===== src/rtl/req_deglitch_pkg.sv =====
package req_deglitch_pkg;

    typedef enum logic [1:0] {
        ST_STEADY_HI  = 2'b00,
        ST_CONFIRM_LO = 2'b01,
        ST_STEADY_LO  = 2'b10,
        ST_CONFIRM_HI = 2'b11
    } flt_state_e;

    localparam int NUM_CH = 2;
    localparam int CH_RST = 0;
    localparam int CH_NMI = 1;

endpackage


===== src/rtl/req_sync_chain.sv =====
module req_sync_chain #(
    parameter int   STAGES    = 2,
    parameter logic RESET_VAL = 1'b1
) (
    input  logic clk,
    input  logic rst_n,
    input  logic d_async,
    output logic q_sync
);

    logic [STAGES-1:0] shift_q;

    always_ff @(posedge clk or negedge rst_n) begin
        if (!rst_n) begin
            shift_q <= {STAGES{RESET_VAL}};
        end else begin
            shift_q <= {shift_q[STAGES-2:0], d_async};
        end
    end

    assign q_sync = shift_q[STAGES-1];

endmodule


===== src/rtl/req_glitch_fsm.sv =====
module req_glitch_fsm
    import req_deglitch_pkg::*;
#(
    parameter int FILT_LEN = 4
) (
    input  logic clk,
    input  logic rst_n,
    input  logic level_in,
    output logic level_out
);

    localparam int CW = (FILT_LEN < 2) ? 1 : $clog2(FILT_LEN + 1);
    localparam logic [CW-1:0] LAST_CNT = CW'(FILT_LEN - 1);

    flt_state_e    state_q, state_d;
    logic [CW-1:0] cnt_q, cnt_d;

    // state register
    always_ff @(posedge clk or negedge rst_n) begin
        if (!rst_n) begin
            state_q <= ST_STEADY_HI;
            cnt_q   <= '0;
        end else begin
            state_q <= state_d;
            cnt_q   <= cnt_d;
        end
    end

    // transitions
    always_comb begin
        state_d = state_q;
        cnt_d   = cnt_q;
        unique case (state_q)
            ST_STEADY_HI: begin
                if (!level_in) begin
                    if (LAST_CNT == '0) begin
                        state_d = ST_STEADY_LO;
                    end else begin
                        state_d = ST_CONFIRM_LO;
                        cnt_d   = CW'(1);
                    end
                end
            end
            ST_CONFIRM_LO: begin
                if (level_in) begin
                    state_d = ST_STEADY_HI;
                    cnt_d   = '0;
                end else if (cnt_q == LAST_CNT) begin
                    state_d = ST_STEADY_LO;
                    cnt_d   = '0;
                end else begin
                    cnt_d = cnt_q + CW'(1);
                end
            end
            ST_STEADY_LO: begin
                if (level_in) begin
                    if (LAST_CNT == '0) begin
                        state_d = ST_STEADY_HI;
                    end else begin
                        state_d = ST_CONFIRM_HI;
                        cnt_d   = CW'(1);
                    end
                end
            end
            ST_CONFIRM_HI: begin
                if (!level_in) begin
                    state_d = ST_STEADY_LO;
                    cnt_d   = '0;
                end else if (cnt_q == LAST_CNT) begin
                    state_d = ST_STEADY_HI;
                    cnt_d   = '0;
                end else begin
                    cnt_d = cnt_q + CW'(1);
                end
            end
            default: begin
                state_d = ST_STEADY_HI;
                cnt_d   = '0;
            end
        endcase
    end

    // outputs
    always_comb begin
        unique case (state_q)
            ST_STEADY_LO, ST_CONFIRM_HI: level_out = 1'b0;
            default:                     level_out = 1'b1;
        endcase
    end


    cnt_range_chk: assert property (@(posedge clk) disable iff (!rst_n)
        cnt_q <= LAST_CNT);


    steady_hold_chk: assert property (@(posedge clk) disable iff (!rst_n)
        (level_in == level_out) |=> $stable(level_out));


    flip_cause_chk: assert property (@(posedge clk) disable iff (!rst_n)
        (level_out != $past(level_out)) |-> ($past(level_in) == level_out));


    abort_rise_chk: assert property (@(posedge clk) disable iff (!rst_n)
        (state_q == ST_CONFIRM_HI && !level_in) |=> (state_q == ST_STEADY_LO));

endmodule


===== src/rtl/req_filter_channel.sv =====
module req_filter_channel #(
    parameter int FILT_LEN    = 4,
    parameter int SYNC_STAGES = 2
) (
    input  logic clk,
    input  logic por_n,
    input  logic raw_n,
    input  logic flt_en,
    output logic clean_n
);

    logic synced_n;
    logic filtered_n;

    req_sync_chain #(
        .STAGES    (SYNC_STAGES),
        .RESET_VAL (1'b1)
    ) u_sync (
        .clk     (clk),
        .rst_n   (por_n),
        .d_async (raw_n),
        .q_sync  (synced_n)
    );

    req_glitch_fsm #(
        .FILT_LEN (FILT_LEN)
    ) u_fsm (
        .clk       (clk),
        .rst_n     (por_n),
        .level_in  (synced_n),
        .level_out (filtered_n)
    );

    always_comb begin
        if (!por_n) begin
            clean_n = 1'b1;
        end else if (flt_en) begin
            clean_n = filtered_n;
        end else begin
            clean_n = raw_n;
        end
    end

endmodule


===== src/rtl/req_deglitch_pair.sv =====
module req_deglitch_pair
    import req_deglitch_pkg::*;
#(
    parameter int FILT_LEN    = 4,
    parameter int SYNC_STAGES = 2
) (
    input  logic clk_sys,
    input  logic por_n,
    input  logic rst_pin_n,
    input  logic nmi_req_n,
    input  logic rst_flt_en,
    input  logic nmi_flt_en,
    output logic rst_clean_n,
    output logic nmi_clean_n
);

    logic [NUM_CH-1:0] raw_v;
    logic [NUM_CH-1:0] en_v;
    logic [NUM_CH-1:0] clean_v;

    assign raw_v[CH_RST] = rst_pin_n;
    assign raw_v[CH_NMI] = nmi_req_n;
    assign en_v[CH_RST]  = rst_flt_en;
    assign en_v[CH_NMI]  = nmi_flt_en;

    for (genvar ch = 0; ch < NUM_CH; ch++) begin : g_ch
        req_filter_channel #(
            .FILT_LEN    (FILT_LEN),
            .SYNC_STAGES (SYNC_STAGES)
        ) u_chan (
            .clk     (clk_sys),
            .por_n   (por_n),
            .raw_n   (raw_v[ch]),
            .flt_en  (en_v[ch]),
            .clean_n (clean_v[ch])
        );
    end

    assign rst_clean_n = clean_v[CH_RST];
    assign nmi_clean_n = clean_v[CH_NMI];


    always_comb begin
        if (por_n === 1'b0) begin
            por_idle_chk: assert (rst_clean_n === 1'b1 && nmi_clean_n === 1'b1);
        end
    end

endmodule


===== config.mk =====
export PLATFORM = sky130hd
export DESIGN_NAME = req_deglitch_pair
export DESIGN_NICKNAME = d
export VERILOG_FILES = /design/src/rtl/req_deglitch_pkg.sv /design/src/rtl/req_sync_chain.sv /design/src/rtl/req_glitch_fsm.sv /design/src/rtl/req_filter_channel.sv /design/src/rtl/req_deglitch_pair.sv
export SDC_FILE = /design/constraint.sdc
export NUM_CORES = 1
export LEC_CHECK = 0
export BUFFER_PORTS_ARGS = -buffer_cell sky130_fd_sc_hd__buf_4
export CAP_MARGIN = 20
export CORE_AREA = 2 2 39 41
export CTS_CLUSTER_DIAMETER = 100
export DETAILED_ROUTE_END_ITERATION = 8
export DIE_AREA = 0 0 41 43
export PLACE_DENSITY = 0.69
export SYNTH_ARGS = -nofsm -noshare
export SYNTH_HDL_FRONTEND = slang
export SYNTH_SLANG_ARGS = --single-unit

===== constraint.sdc =====
create_clock -name clk_sys -period 1.05 [get_ports clk_sys]
set_input_delay 0.21 -clock clk_sys [delete_from_list [all_inputs] [get_ports clk_sys]]
set_output_delay 0.21 -clock clk_sys [all_outputs]
set_load 0.02 [all_outputs]

==> run_results.csv <==
group,metric,value,unit
outcome,status,"complete, but fails checks",
outcome,violations,"setup timing",
synthesis,ys_warn_count,0,
placed_design,place_inst,78,
synthesis,syn_inst,52,
power,switchingPower,593,uW
floorplanning,initial_utilization,0.429,
critical_path,cp.arrival,0.96,ns
global_routing,grt_usage,0.144,
critical_path,worstReg2RegEnd,"g_ch[0].u_chan.u_fsm.cnt_q[1]",
power,p_comb_frac,0.414,
placed_design,port_buffers,7,
synthesis,yosysTopAreaCell,"dfrtp_1",
routing,drtIter0Drc,5,
synthesis,synth_cell_types,19,
floorplanning,die_h,43,um
routing,vias_per_cell,4.83,
clock_network,cts.htree.levels,1,
sta,slew_headroom,0.772,
floorplanning,fp-row-count,14,
global_routing,grt_max_degree,9,
critical_path,cp-endpoint,"nmi_clean_n",
critical_path,crit_type,"flip-flop to primary output",
global_routing,gr-usage-met3,0.0314,
sta,worst_clock_skew,0.000855,ns
finish,antenna_cells,0,
routing,drc,0,
clock_network,clockRootBuffer,"clkbuf_4",
placed_design,gp_congestion,0.740,
sta,fin_ws,-0.123,ns
synthesis,synth-main-ff-cell,"dfrtp_1",
synthesis,yosysSeqAreaShare,0.599,
sta,setup_violations,5,
clock_network,cts_tree,"yes",
routing,drt-pass1-iter-count,4,
synthesis,ys_top_cells_by_area,"dfrtp_1 42%, dfstp_2 18%, o21ai_0 6.8%, nand2_1 5.7%, ha_1 4.2%",
sta,hold_violations,0,
clock_network,clkTransAtPathRegs,0.07,ns
synthesis,synth_area_per_cell,11.4,um^2
critical_path,crit_required,0.84,ns
floorplanning,die-area,1760,um^2
critical_path,worstSetupEndpointType,"primary output",
min_path,min_path_type,"primary input to flip-flop",
global_routing,met1_usage,0.180,
power,seq_power_share,0.435,
power,p_int,1.27,mW
power,swShare,0.318,
synthesis,synth_most_common_cell,"dfrtp_1",
global_routing,grt_overflow,0,
global_routing,grt_pass1_wl,1.62,mm
finish,finalNonFillerCells,87,
synthesis,yosysTopAreaCellShare,0.422,
finish,syn_to_final_growth,36.9,%
sta,rsz0062_at_grt,"true",
floorplanning,die_w,41,um
power,power_frac_clock,0.151,
floorplanning,core,1380,um^2
synthesis,netlist_area,593,um^2
sta,tightest_slew,0.341,ns
placed_design,dpl.hpwl,624,um
sta,fin_crit,1.17,ns
power,p_per_area,2290,nW/um^2
clock_network,cts_inserted_buffers,3,
floorplanning,ios,8,
sta,min_period_over_period,1.12,
synthesis,ys_ff_latch,14,
global_routing,grt_pass1_vias,402,
run,max_cap_viol_count,0,
clock_network,clock-sinks,14,
clock_network,clock_path_buffers,2,
sta,fmax,853,MHz
critical_path,worst-r2r-setup-slack,-0.06,ns
synthesis,synth_edf_count,0,
global_routing,gr-max-usage-layer,"met2",
global_routing,antenna_found_initial,0,
critical_path,r2r_cells,4,
finish,drive_above_1_share,0.394,
power,peakVddDrop,1310,uV
critical_path,start_kind,"flip-flop",
routing,wire_per_inst,10.3,um
critical_path,crit_fanout,2,
sta,slew_viol_final,0,
routing,ant_nets,0,
finish,fin_nets,81,
synthesis,async_reset_ff_frac,1.00,
global_routing,grt_use_met2,0.203,
power,power.leakage,0.361,nW
clock_network,worstSkewPairLatency,0.27,ns
power,power.total,1.86,mW
routing,wl,892,um
synthesis,synthTopCellsByCount,"10 x dfrtp_1, 9 x nand2_1, 8 x o21ai_0",
synthesis,syn_nets,60,
routing,num_vias,420,
[how the worst min path moves through the flow]
stage / to / cells past startpoint / from / slack, ns
global placement: async pin / 1 / por_n / 0.04
floorplan: async pin / 0 / por_n / -0.09
detailed placement: async pin / 1 / por_n / 0.04
finish: g_ch[0].u_chan.u_sync.shift_q[0] / 1 / rst_pin_n / 0.05
CTS: g_ch[1].u_chan.u_sync.shift_q[0] / 1 / nmi_req_n / 0.04
global route: g_ch[0].u_chan.u_sync.shift_q[0] / 1 / rst_pin_n / 0.03
[worst max-delay path, stage by stage (launching register included)]
cell     delay, ns
dfrtp_1       0.38
nand2_1       0.07
o21ai_2       0.05
nand2_1       0.08
buf_6         0.12
[placed cells by master, fill, tap and decap left out, drive strengths merged, types with 2 or more instances in the layout]
cell type	instances
buf	15
ha	2
clkbuf	3
nand2	9
inv	2
nor2	2
o21ai	8
nor2b	2
dfstp	4
nand3b	3
dfrtp	10
[through the flow]
step / cell area, um^2 / worst slack (ns) / hold WS (ns) / setup TNS [ns] / utilization
3_3_place_gp: 688 / -0.0198 / 0.0371 / -0.0257 / 0.497
2_1_floorplan: 593 / 0.000653 / -0.0856 / 0 / -
3_5_place_dp: 688 / -0.0416 / 0.0388 / -0.0629 / 0.497
4_1_cts: 791 / -0.126 / 0.0376 / -0.329 / 0.571
5_1_grt: 812 / -0.208 / 0.0300 / -0.784 / 0.587
6_report: 812 / -0.123 / 0.0547 / -0.324 / 0.587
[repair_timing]
item,4_1_cts,5_1_grt
buffers inserted,4,2
setup endpoints to repair,7,10
resized for setup,11,6
endpoints found under the hold margin,12,0
hold buffers,1,0
pin swaps,9,8
[kinds of logic (layout without fill, tap and decap cells)]
group	count (synthesis)	after routing	synth area share
flip-flops	14	14	0.599
AND/OR/NAND/NOR	20	20	0.173
buffers and inverters	2	21	0.0127
AO/OA/AOI/OAI	12	12	0.118
XOR/XNOR	2	2	0.0549
adder cells (fa/ha/maj)	2	2	0.0422
[routing by layer]
metal	part of all wire	up-vias
li1	-	219
met1	0.45	191
met2	0.50	8
met5	0	-
met4	0.017	0
met3	0.037	2
[layout make-up]
| type | count | area (um^2) |
|---|---|---|
| well taps | 16 | 20.0 |
| flip-flops and latches | 14 | 355 |
| multi-input cells | 36 | 265 |
| fillers | 122 | 572 |
| repair buffers | 16 | 141 |
| inverters | 2 | 7.51 |
| clock buffers | 3 | 22.5 |
[power by group through the flow]
stage	logic (mW)	registers (mW)	clock network (mW)
CTS	0.712	0.807	0.301
finish	0.771	0.811	0.281
global placement	0.495	0.834	0
floorplan	0.366	0.813	0
detailed placement	0.502	0.839	0
global route	0.857	0.832	0.325
Note: power is estimated with default switching activity, not from simulation.
